### src/rtl/hzd2_pkg.sv
package hzd2_pkg;

   // side-effect enables carried by a pipeline slot
   typedef struct packed {
      logic wr;   // register write
      logic mw;   // memory write
      logic br;   // branch
      logic jp;   // jump
   } fx_t;

   localparam logic [31:0] CANON_NOP = 32'h0000_000F;

   function automatic fx_t fx_none();
      fx_none = '0;
   endfunction

endpackage

### src/rtl/hzd2_dep_detect.sv
module hzd2_dep_detect #(
   parameter int RIDX_W  = 5,
   parameter int NUM_SRC = 2
) (
   input  logic [NUM_SRC*RIDX_W-1:0] src,
   input  logic                      wr_en,
   input  logic [RIDX_W-1:0]         rd,
   output logic                      hit
);
   logic [NUM_SRC-1:0] match;

   genvar g;
   generate
      for (g = 0; g < NUM_SRC; g++) begin : g_src
         assign match[g] = (src[g*RIDX_W +: RIDX_W] == rd);
      end
   endgenerate

   assign hit = wr_en & (|match);
endmodule

### src/rtl/hzd2_pc_reg.sv
module hzd2_pc_reg #(
   parameter int          XLEN     = 32,
   parameter int          PC_STEP  = 4,
   parameter logic [31:0] RESET_PC = 32'h0
) (
   input  logic            clk,
   input  logic            rst_n,
   input  logic            hold,
   input  logic            load,
   input  logic [XLEN-1:0] load_pc,
   output logic [XLEN-1:0] pc
);
   localparam logic [XLEN-1:0] STEP_V  = XLEN'(PC_STEP);
   localparam logic [XLEN-1:0] RESET_V = XLEN'(RESET_PC);

   always_ff @(posedge clk or negedge rst_n) begin
      if (!rst_n)    pc <= RESET_V;
      else if (load) pc <= load_pc;
      else if (!hold) pc <= pc + STEP_V;
   end


   pc_hold_chk: assert property (@(posedge clk) disable iff (!rst_n)
      (hold && !load) |=> $stable(pc));

   pc_load_chk: assert property (@(posedge clk) disable iff (!rst_n)
      load |=> (pc == $past(load_pc)));

   pc_step_chk: assert property (@(posedge clk) disable iff (!rst_n)
      (!hold && !load) |=> (pc == $past(pc) + STEP_V));
endmodule

### src/rtl/hzd2_s2_reg.sv
module hzd2_s2_reg
   import hzd2_pkg::*;
#(
   parameter int          INSN_W   = 32,
   parameter int          RIDX_W   = 5,
   parameter logic [31:0] NOP_WORD = CANON_NOP
) (
   input  logic              clk,
   input  logic              rst_n,
   input  logic              kill,
   input  logic [INSN_W-1:0] in_insn,
   input  logic [RIDX_W-1:0] in_rd,
   input  fx_t               in_fx,
   output logic [INSN_W-1:0] out_insn,
   output logic [RIDX_W-1:0] out_rd,
   output fx_t               out_fx
);
   localparam logic [INSN_W-1:0] NOP_V = INSN_W'(NOP_WORD);

   always_ff @(posedge clk or negedge rst_n) begin
      if (!rst_n) begin
         out_insn <= NOP_V;
         out_rd   <= '0;
         out_fx   <= fx_none();
      end else if (kill) begin
         out_insn <= NOP_V;
         out_rd   <= '0;
         out_fx   <= fx_none();
      end else begin
         out_insn <= in_insn;
         out_rd   <= in_rd;
         out_fx   <= in_fx;
      end
   end


   nop_slot_chk: assert property (@(posedge clk) disable iff (!rst_n)
      kill |=> (out_insn == NOP_V && out_fx == 4'b0000));

   advance_chk: assert property (@(posedge clk) disable iff (!rst_n)
      !kill |=> (out_insn == $past(in_insn) && out_rd == $past(in_rd)));
endmodule

### src/rtl/hzd2_ctrl.sv
module hzd2_ctrl
   import hzd2_pkg::*;
#(
   parameter int          XLEN     = 32,
   parameter int          INSN_W   = 32,
   parameter int          RIDX_W   = 5,
   parameter int          NUM_SRC  = 2,
   parameter int          PC_STEP  = 4,
   parameter logic [31:0] RESET_PC = 32'h0,
   parameter logic [31:0] NOP_WORD = CANON_NOP
) (
   input  logic                      clk,
   input  logic                      rst_n,
   input  logic [INSN_W-1:0]         s1_insn,
   input  logic [NUM_SRC*RIDX_W-1:0] s1_src,
   input  logic                      s1_wr_en,
   input  logic [RIDX_W-1:0]         s1_rd,
   input  logic                      s1_mem_wr,
   input  logic                      s1_branch,
   input  logic                      s1_jump,
   input  logic                      redirect,
   input  logic [XLEN-1:0]           redirect_pc,
   output logic [XLEN-1:0]           pc,
   output logic                      stall,
   output logic                      flush,
   output logic [INSN_W-1:0]         s2_insn,
   output logic                      s2_wr_en,
   output logic [RIDX_W-1:0]         s2_rd,
   output logic                      s2_mem_wr,
   output logic                      s2_branch,
   output logic                      s2_jump
);
   generate
      if (XLEN < 2 || INSN_W < 8 || RIDX_W < 1 || NUM_SRC < 1 || PC_STEP < 1) begin : g_bad
         $error("hzd2_ctrl: parameter out of range");
      end
   endgenerate

   logic dep_hit;
   fx_t  s1_fx, s2_fx;

   hzd2_dep_detect #(.RIDX_W(RIDX_W), .NUM_SRC(NUM_SRC)) u_dep (
      .src   (s1_src),
      .wr_en (s2_wr_en),
      .rd    (s2_rd),
      .hit   (dep_hit)
   );

   // a redirect takes priority over a dependence stall
   assign flush = redirect;
   assign stall = dep_hit & ~redirect;

   hzd2_pc_reg #(.XLEN(XLEN), .PC_STEP(PC_STEP), .RESET_PC(RESET_PC)) u_pc (
      .clk     (clk),
      .rst_n   (rst_n),
      .hold    (stall),
      .load    (redirect),
      .load_pc (redirect_pc),
      .pc      (pc)
   );

   assign s1_fx = '{wr: s1_wr_en, mw: s1_mem_wr, br: s1_branch, jp: s1_jump};

   hzd2_s2_reg #(.INSN_W(INSN_W), .RIDX_W(RIDX_W), .NOP_WORD(NOP_WORD)) u_s2 (
      .clk      (clk),
      .rst_n    (rst_n),
      .kill     (stall | flush),
      .in_insn  (s1_insn),
      .in_rd    (s1_rd),
      .in_fx    (s1_fx),
      .out_insn (s2_insn),
      .out_rd   (s2_rd),
      .out_fx   (s2_fx)
   );

   assign s2_wr_en  = s2_fx.wr;
   assign s2_mem_wr = s2_fx.mw;
   assign s2_branch = s2_fx.br;
   assign s2_jump   = s2_fx.jp;


   stall_src_chk: assert property (@(posedge clk) disable iff (!rst_n)
      stall |-> s2_wr_en);

   flush_fx_chk: assert property (@(posedge clk) disable iff (!rst_n)
      flush |=> (!s2_wr_en && !s2_mem_wr && !s2_branch && !s2_jump));
endmodule

### config.mk
export PLATFORM = sky130hd
export DESIGN_NAME = hzd2_ctrl
export DESIGN_NICKNAME = d
export VERILOG_FILES = /design/src/rtl/hzd2_pkg.sv /design/src/rtl/hzd2_dep_detect.sv /design/src/rtl/hzd2_pc_reg.sv /design/src/rtl/hzd2_s2_reg.sv /design/src/rtl/hzd2_ctrl.sv
export SDC_FILE = /design/constraint.sdc
export NUM_CORES = 1
export LEC_CHECK = 0
export BUFFER_PORTS_ARGS = -buffer_cell sky130_fd_sc_hd__buf_2
export CORE_ASPECT_RATIO = 1.1
export CORE_MARGIN = 5
export CORE_UTILIZATION = 50
export CTS_BUF_LIST = sky130_fd_sc_hd__clkbuf_4 sky130_fd_sc_hd__clkbuf_8
export DETAILED_ROUTE_END_ITERATION = 16
export PLACE_DENSITY = 0.86
export SLEW_MARGIN = 15
export SYNTH_ARGS = -nofsm -noshare
export SYNTH_HDL_FRONTEND = slang
export SYNTH_HIERARCHICAL = 1
export SYNTH_SLANG_ARGS = --single-unit
### constraint.sdc
create_clock -name clk -period 7.04 [get_ports clk]
set_input_delay 0.704 -clock clk [delete_from_list [all_inputs] [get_ports clk]]
set_output_delay 0.704 -clock clk [all_outputs]
set_load 0.02 [all_outputs]
## Word level (Yosys, flattened, before mapping)

Cells that the tools add are included.

| word-level totals | value |
|---|---|
| input bits | 86 |
| register bits after elaboration | 73 |
| logic and storage cells | 21 |

| cells by class | value |
|---|---|
| add/sub/neg operators | 1 |
| mux-type cells | 5 |
| equal/unequal tests | 3 |
| reductions and logical operators | 1 |
| bitwise gates (word level) | 4 |

Operators by type and width:

| cell | number |
|---|---|
| $mux 32 | 3 |
| $add 32x3->32 const B | 1 |
| $eq 5x5->1 | 2 |
| $mux 5 | 1 |
| $mux 4 | 1 |
| $and 1x1->1 | 2 |
| $ne 2x2->1 const B | 1 |
| $reduce_or 2->1 | 1 |
| $not 1->1 | 1 |
| $or 1x1->1 | 1 |

## Longest topological paths before layout

| depth | value |
|---|---|
| word-level depth | 6 |
| gate-level depth with buffers | 9 |
| gate-level depth less buffers | 8 |

## By module

Netlist, hierarchy kept.

By module, submodules not included:

| module | cells an instance | instances | sequential area each (um^2) | area an instance (um^2) |
|---|---|---|---|---|
| hzd2_pc_reg | 204 | 1 | 800.8 | 1851.8 |
| hzd2_s2_reg | 86 | 1 | 1031.0 | 1313.8 |
| hzd2_dep_detect | 15 | 1 | 0.0 | 113.9 |
| hzd2_ctrl | 3 | 1 | 0.0 | 20.0 |

## Worst setup path before layout

No wires, ideal clock.

| timing | value |
|---|---|
| path kind | input -> register |
| start | in s1_src[1] |
| end | reg u_pc.pc[31] |
| stages | 8 |
| arrival time | 2647 ps |
| setup slack | 4311 ps |
| setup time | 82 ps |
| path through | xnor2_1 nand4_1 o22ai_1 nor2b_1 nand4b_1 or4_4 or4_1 a31oi_1 |

| on the way | value |
|---|---|
| cells in the longest elaborated chain, start to end | 5 |

Ends and longest elaborated chain:

| item | RTL line | RTL |
|---|---|---|
| start, declared | hzd2_ctrl.sv:15 | `input logic [NUM_SRC*RIDX_W-1:0] s1_src,` |
| $eq 5x5->1 | hzd2_dep_detect.sv:15 | `assign match[g] = (src[g*RIDX_W +: RIDX_W] == rd);` |
| $reduce_or 2->1 | hzd2_dep_detect.sv:19 | `assign hit = wr_en & (\|match);` |
| $and 1x1->1 | hzd2_dep_detect.sv:19 |  |
| named net dep_hit | hzd2_ctrl.sv:39 | `logic dep_hit;` |
| $and 1x1->1 | hzd2_ctrl.sv:51 | `assign stall = dep_hit & ~redirect;` |
| named net stall | hzd2_ctrl.sv:24 | `output logic stall,` |
| $ne 2x2->1 (no source line) | -- |  |
| end signal, assigned | hzd2_pc_reg.sv:18 | `else if (load) pc <= load_pc;` |
| end signal, assigned | hzd2_pc_reg.sv:19 | `else if (!hold) pc <= pc + STEP_V;` |
| end, declared | hzd2_pc_reg.sv:11 | `output logic [XLEN-1:0] pc` |

The timed path passes the listed nets, and every way through them passes these cells.
A chain may end at the register's enable or synchronous reset.

## Worst setup path in the final report

| timing | value |
|---|---|
| start | in redirect |
| end | reg u_pc.pc[30] |

| on the way | value |
|---|---|
| cells in the longest elaborated chain, start to end | 3 |
| elaborated cells between the ends (all ways) | 4 |
| classes of those cells | eq/ne (1); mux (1); bitwise (2) |

Ends and longest elaborated chain:

| item | RTL line | RTL |
|---|---|---|
| start, declared | hzd2_ctrl.sv:21 | `input logic redirect,` |
| $not 1->1 | hzd2_ctrl.sv:51 |  |
| $and 1x1->1 | hzd2_ctrl.sv:51 |  |
| $ne 2x2->1 (no source line) | -- |  |

Several ways; a longest one is shown, not always the timed one.

==> flow_summary.json <==
{
  "final_max_slew_viol_count": 0,
  "worstMarginPinSlew_ps": 907,
  "power_switching_uw": 299,
  "ys_ff_latch": 73,
  "track_usage_pct": 21.2,
  "pwr-share-seq_pct": 46.9,
  "grt_overflow_total": 0,
  "drt_pass1_iterations": 4,
  "die-area_um2": 8320,
  "cts_buffer_depth": 2,
  "diodes": 0,
  "ios": 161,
  "nNetsFinal": 553,
  "required_ps": 7320,
  "cts_buffers": 9,
  "p_leak_uw": 0.00207,
  "avgViaCountPerCell": 5.30,
  "start_kind": "input pin",
  "yosys_warnings": 6,
  "synth_edf_count": 0,
  "worstPathMaxFanout": 38,
  "end_kind": "register",
  "yosysSeqAreaShare_pct": 55.5,
  "hold_viol": 0,
  "async_reset_ff_share_pct": 100,
  "status": "finished clean",
  "pwr-share-comb_pct": 17.0,
  "drv_cap": 0,
  "drc": 0,
  "fin_tns_setup_ps": 0,
  "die_x_um": 87.5,
  "setup_viol": 0,
  "crit_type": "in -> reg",
  "syn_area_per_cell_um2": 10.7,
  "cts_tree": "done",
  "synth_most_common_cell": "dfrtp_1",
  "die_h_um": 95.2,
  "root_buffer": "clkbuf_8",
  "vias": 2930,
  "cts_resized": 0,
  "h-tree-depth": 3,
  "start_util_pct": 50.6,
  "synth_common_cells": "dfrtp_1 (69), nor2b_1 (39), nand2_1 (29)",
  "cp.arrival_ps": 3280,
  "maxSlewHeadroom_pct": 39.5,
  "min_path_type": "reg -> reg",
  "ir_drop_uv": 162,
  "powerDensity_nw_per_um2": 236,
  "dpl.hpwl_um": 6360,
  "period_minus_slack_ps": 3000,
  "cts-hold-fix-buffers": 0,
  "num_rows": 31,
  "antenna_left": 0,
  "grt_pass1_wl_um": 13800,
  "finalWeightedCongestion": 0.829,
  "switching_share_pct": 29.0,
  "grt_pass1_vias": 2898,
  "postCtsSetupRepairBufs": 0,
  "clock_latency_ps": 340,
  "p_int_uw": 731,
  "syn2layout_area_growth_pct": 32.2,
  "wirelength_um": 8670,
  "wl_per_cell_um": 15.7,
  "drive_gt1_share_pct": 40.3,
  "synth_top_area_share_pct": 52.3,
  "nFillCells": 518,
  "synth_area_leaders": "dfrtp_1 (52%), nor2b_1 (7.4%), xnor2_1 (5.0%)",
  "synth_area_um2": 3300,
  "clkTransAtPathRegs_ps": 80,
  "grt_max_degree": 74,
  "ys_types": 39,
  "final_area_um2": 4360,
  "dpl-instance-area_um2": 4130,
  "numPortBuffers": 160,
  "power_frac_clock_pct": 36.1,
  "antenna_found_initial": 0,
  "clock-sinks": 73,
  "skew_ps": 9.19,
  "synthCells": 308,
  "synth_top_area_cell": "dfrtp_1",
  "fin_crit_sh_pct": 42.7,
  "clock.fmax_mhz": 333,
  "core_region_area_um2": 6520,
  "syn-num-nets": 395,
  "ys.flop_type": "dfrtp_1",
  "drt_first_iter_violations": 140,
  "rsz0062_at_grt": "false"
}
==> metrics by stage <==
step,instances,hold slack (ps),util (%),setup slack (ps),power [µW]
2_1_floorplan,308,408,-,4310,585
3_3_place_gp,537,494,63.4,3800,660
3_5_place_dp,537,497,63.4,3680,666
4_1_cts,553,517,66.9,4030,1040
5_1_grt,553,525,66.9,3740,1080
6_report,553,515,66.9,4040,1030
==> kinds of logic (layout without fill, tap and decap cells) <==
kind of cell | count (synthesis) | after routing | synth area share, %
AOI/OAI and AO/OA | 46 | 46 | 8.61
xor gates and xnor gates | 23 | 23 | 6.11
adders and majority gates | 1 | 1 | 0.379
buffers and inverters | 20 | 183 | 3.19
DFF | 73 | 73 | 55.5
muxes | 3 | 3 | 0.986
and+or+nand+nor | 142 | 142 | 25.2
==> layout by cell type, fill, tap and decap left out, drive strengths merged, types with 5 or more instances in the layout <==
master / count
buf: 162
dfrtp: 69
nor2b: 39
nand2: 29
xnor2: 19
o21ai: 17
nor2: 16
or4: 16
a31oi: 15
o31ai: 11
clkbuf: 10
nand4: 9
nand3: 8
or2: 5
inv: 5
==> cell type report <==
type / count / area, µm² / area share (%)
clock buffers: 10 / 138 / 3.16
clock inverters: 6 / 91.3 / 2.09
multi-input cells: 215 / 1360 / 31.2
well taps: 82 / 103 / 2.35
repair buffers: 162 / 816 / 18.7
flip-flops and latches: 73 / 1830 / 42.0
inverters: 5 / 18.8 / 0.430
==> registers in the layout (all words and copies together), names as in the netlist <==
signal and flops:
u_pc/pc 32, u_s2/out_fx 4, u_s2/out_insn 32, u_s2/out_rd 5
==> routing by layer <==
metal / wire [µm] / global-route usage, % / up-vias
li1: - / - / 1395
met1: 3380 / 26.6 / 1369
met2: 4150 / 33.0 / 155
met3: 1040 / 9.08 / 11
met4: 95 / 6.91 / 0
met5: 0 / 0 / -
==> power groups by stage <==
stage | registers [µW] | logic, µW | clock network (µW)
2_1_floorplan | 525 | 60.4 | 0
3_3_place_gp | 488 | 172 | 0
3_5_place_dp | 490 | 176 | 0
4_1_cts | 482 | 177 | 380
5_1_grt | 488 | 193 | 402
6_report | 483 | 175 | 372
==> final timing paths <==
| check | start | to | slack [ps] | depth (start not counted) |
|---|---|---|---|---|
| worst max-delay path | redirect | u_pc/pc[30]$_DFFE_PN0N_ | 4040 | 6 |
| worst min-delay path | u_pc/pc[0]$_DFFE_PN0P_ | u_pc/pc[0]$_DFFE_PN0P_ | 520 | 1 |
| worst max register to register | u_s2/out_rd[1]$_DFF_PN0_ | u_pc/pc[30]$_DFFE_PN0N_ | 4110 | 8 |
| worst min register to register | u_pc/pc[0]$_DFFE_PN0P_ | u_pc/pc[0]$_DFFE_PN0P_ | 520 | 1 |
| max in group asynchronous | rst_n | u_s2/out_insn[13]$_DFF_PN0_ | 5880 | 2 |
| min in group asynchronous | rst_n | u_pc/pc[31]$_DFFE_PN0N_ | 570 | 2 |
==> critical path: stages <==
cell and delay [ps]:
buf_2 470, nor2b_1 240, nand4b_1 690, or4_2 760
nor4b_1 250, o31a_1 150
Power figures use the tool's default switching activity.
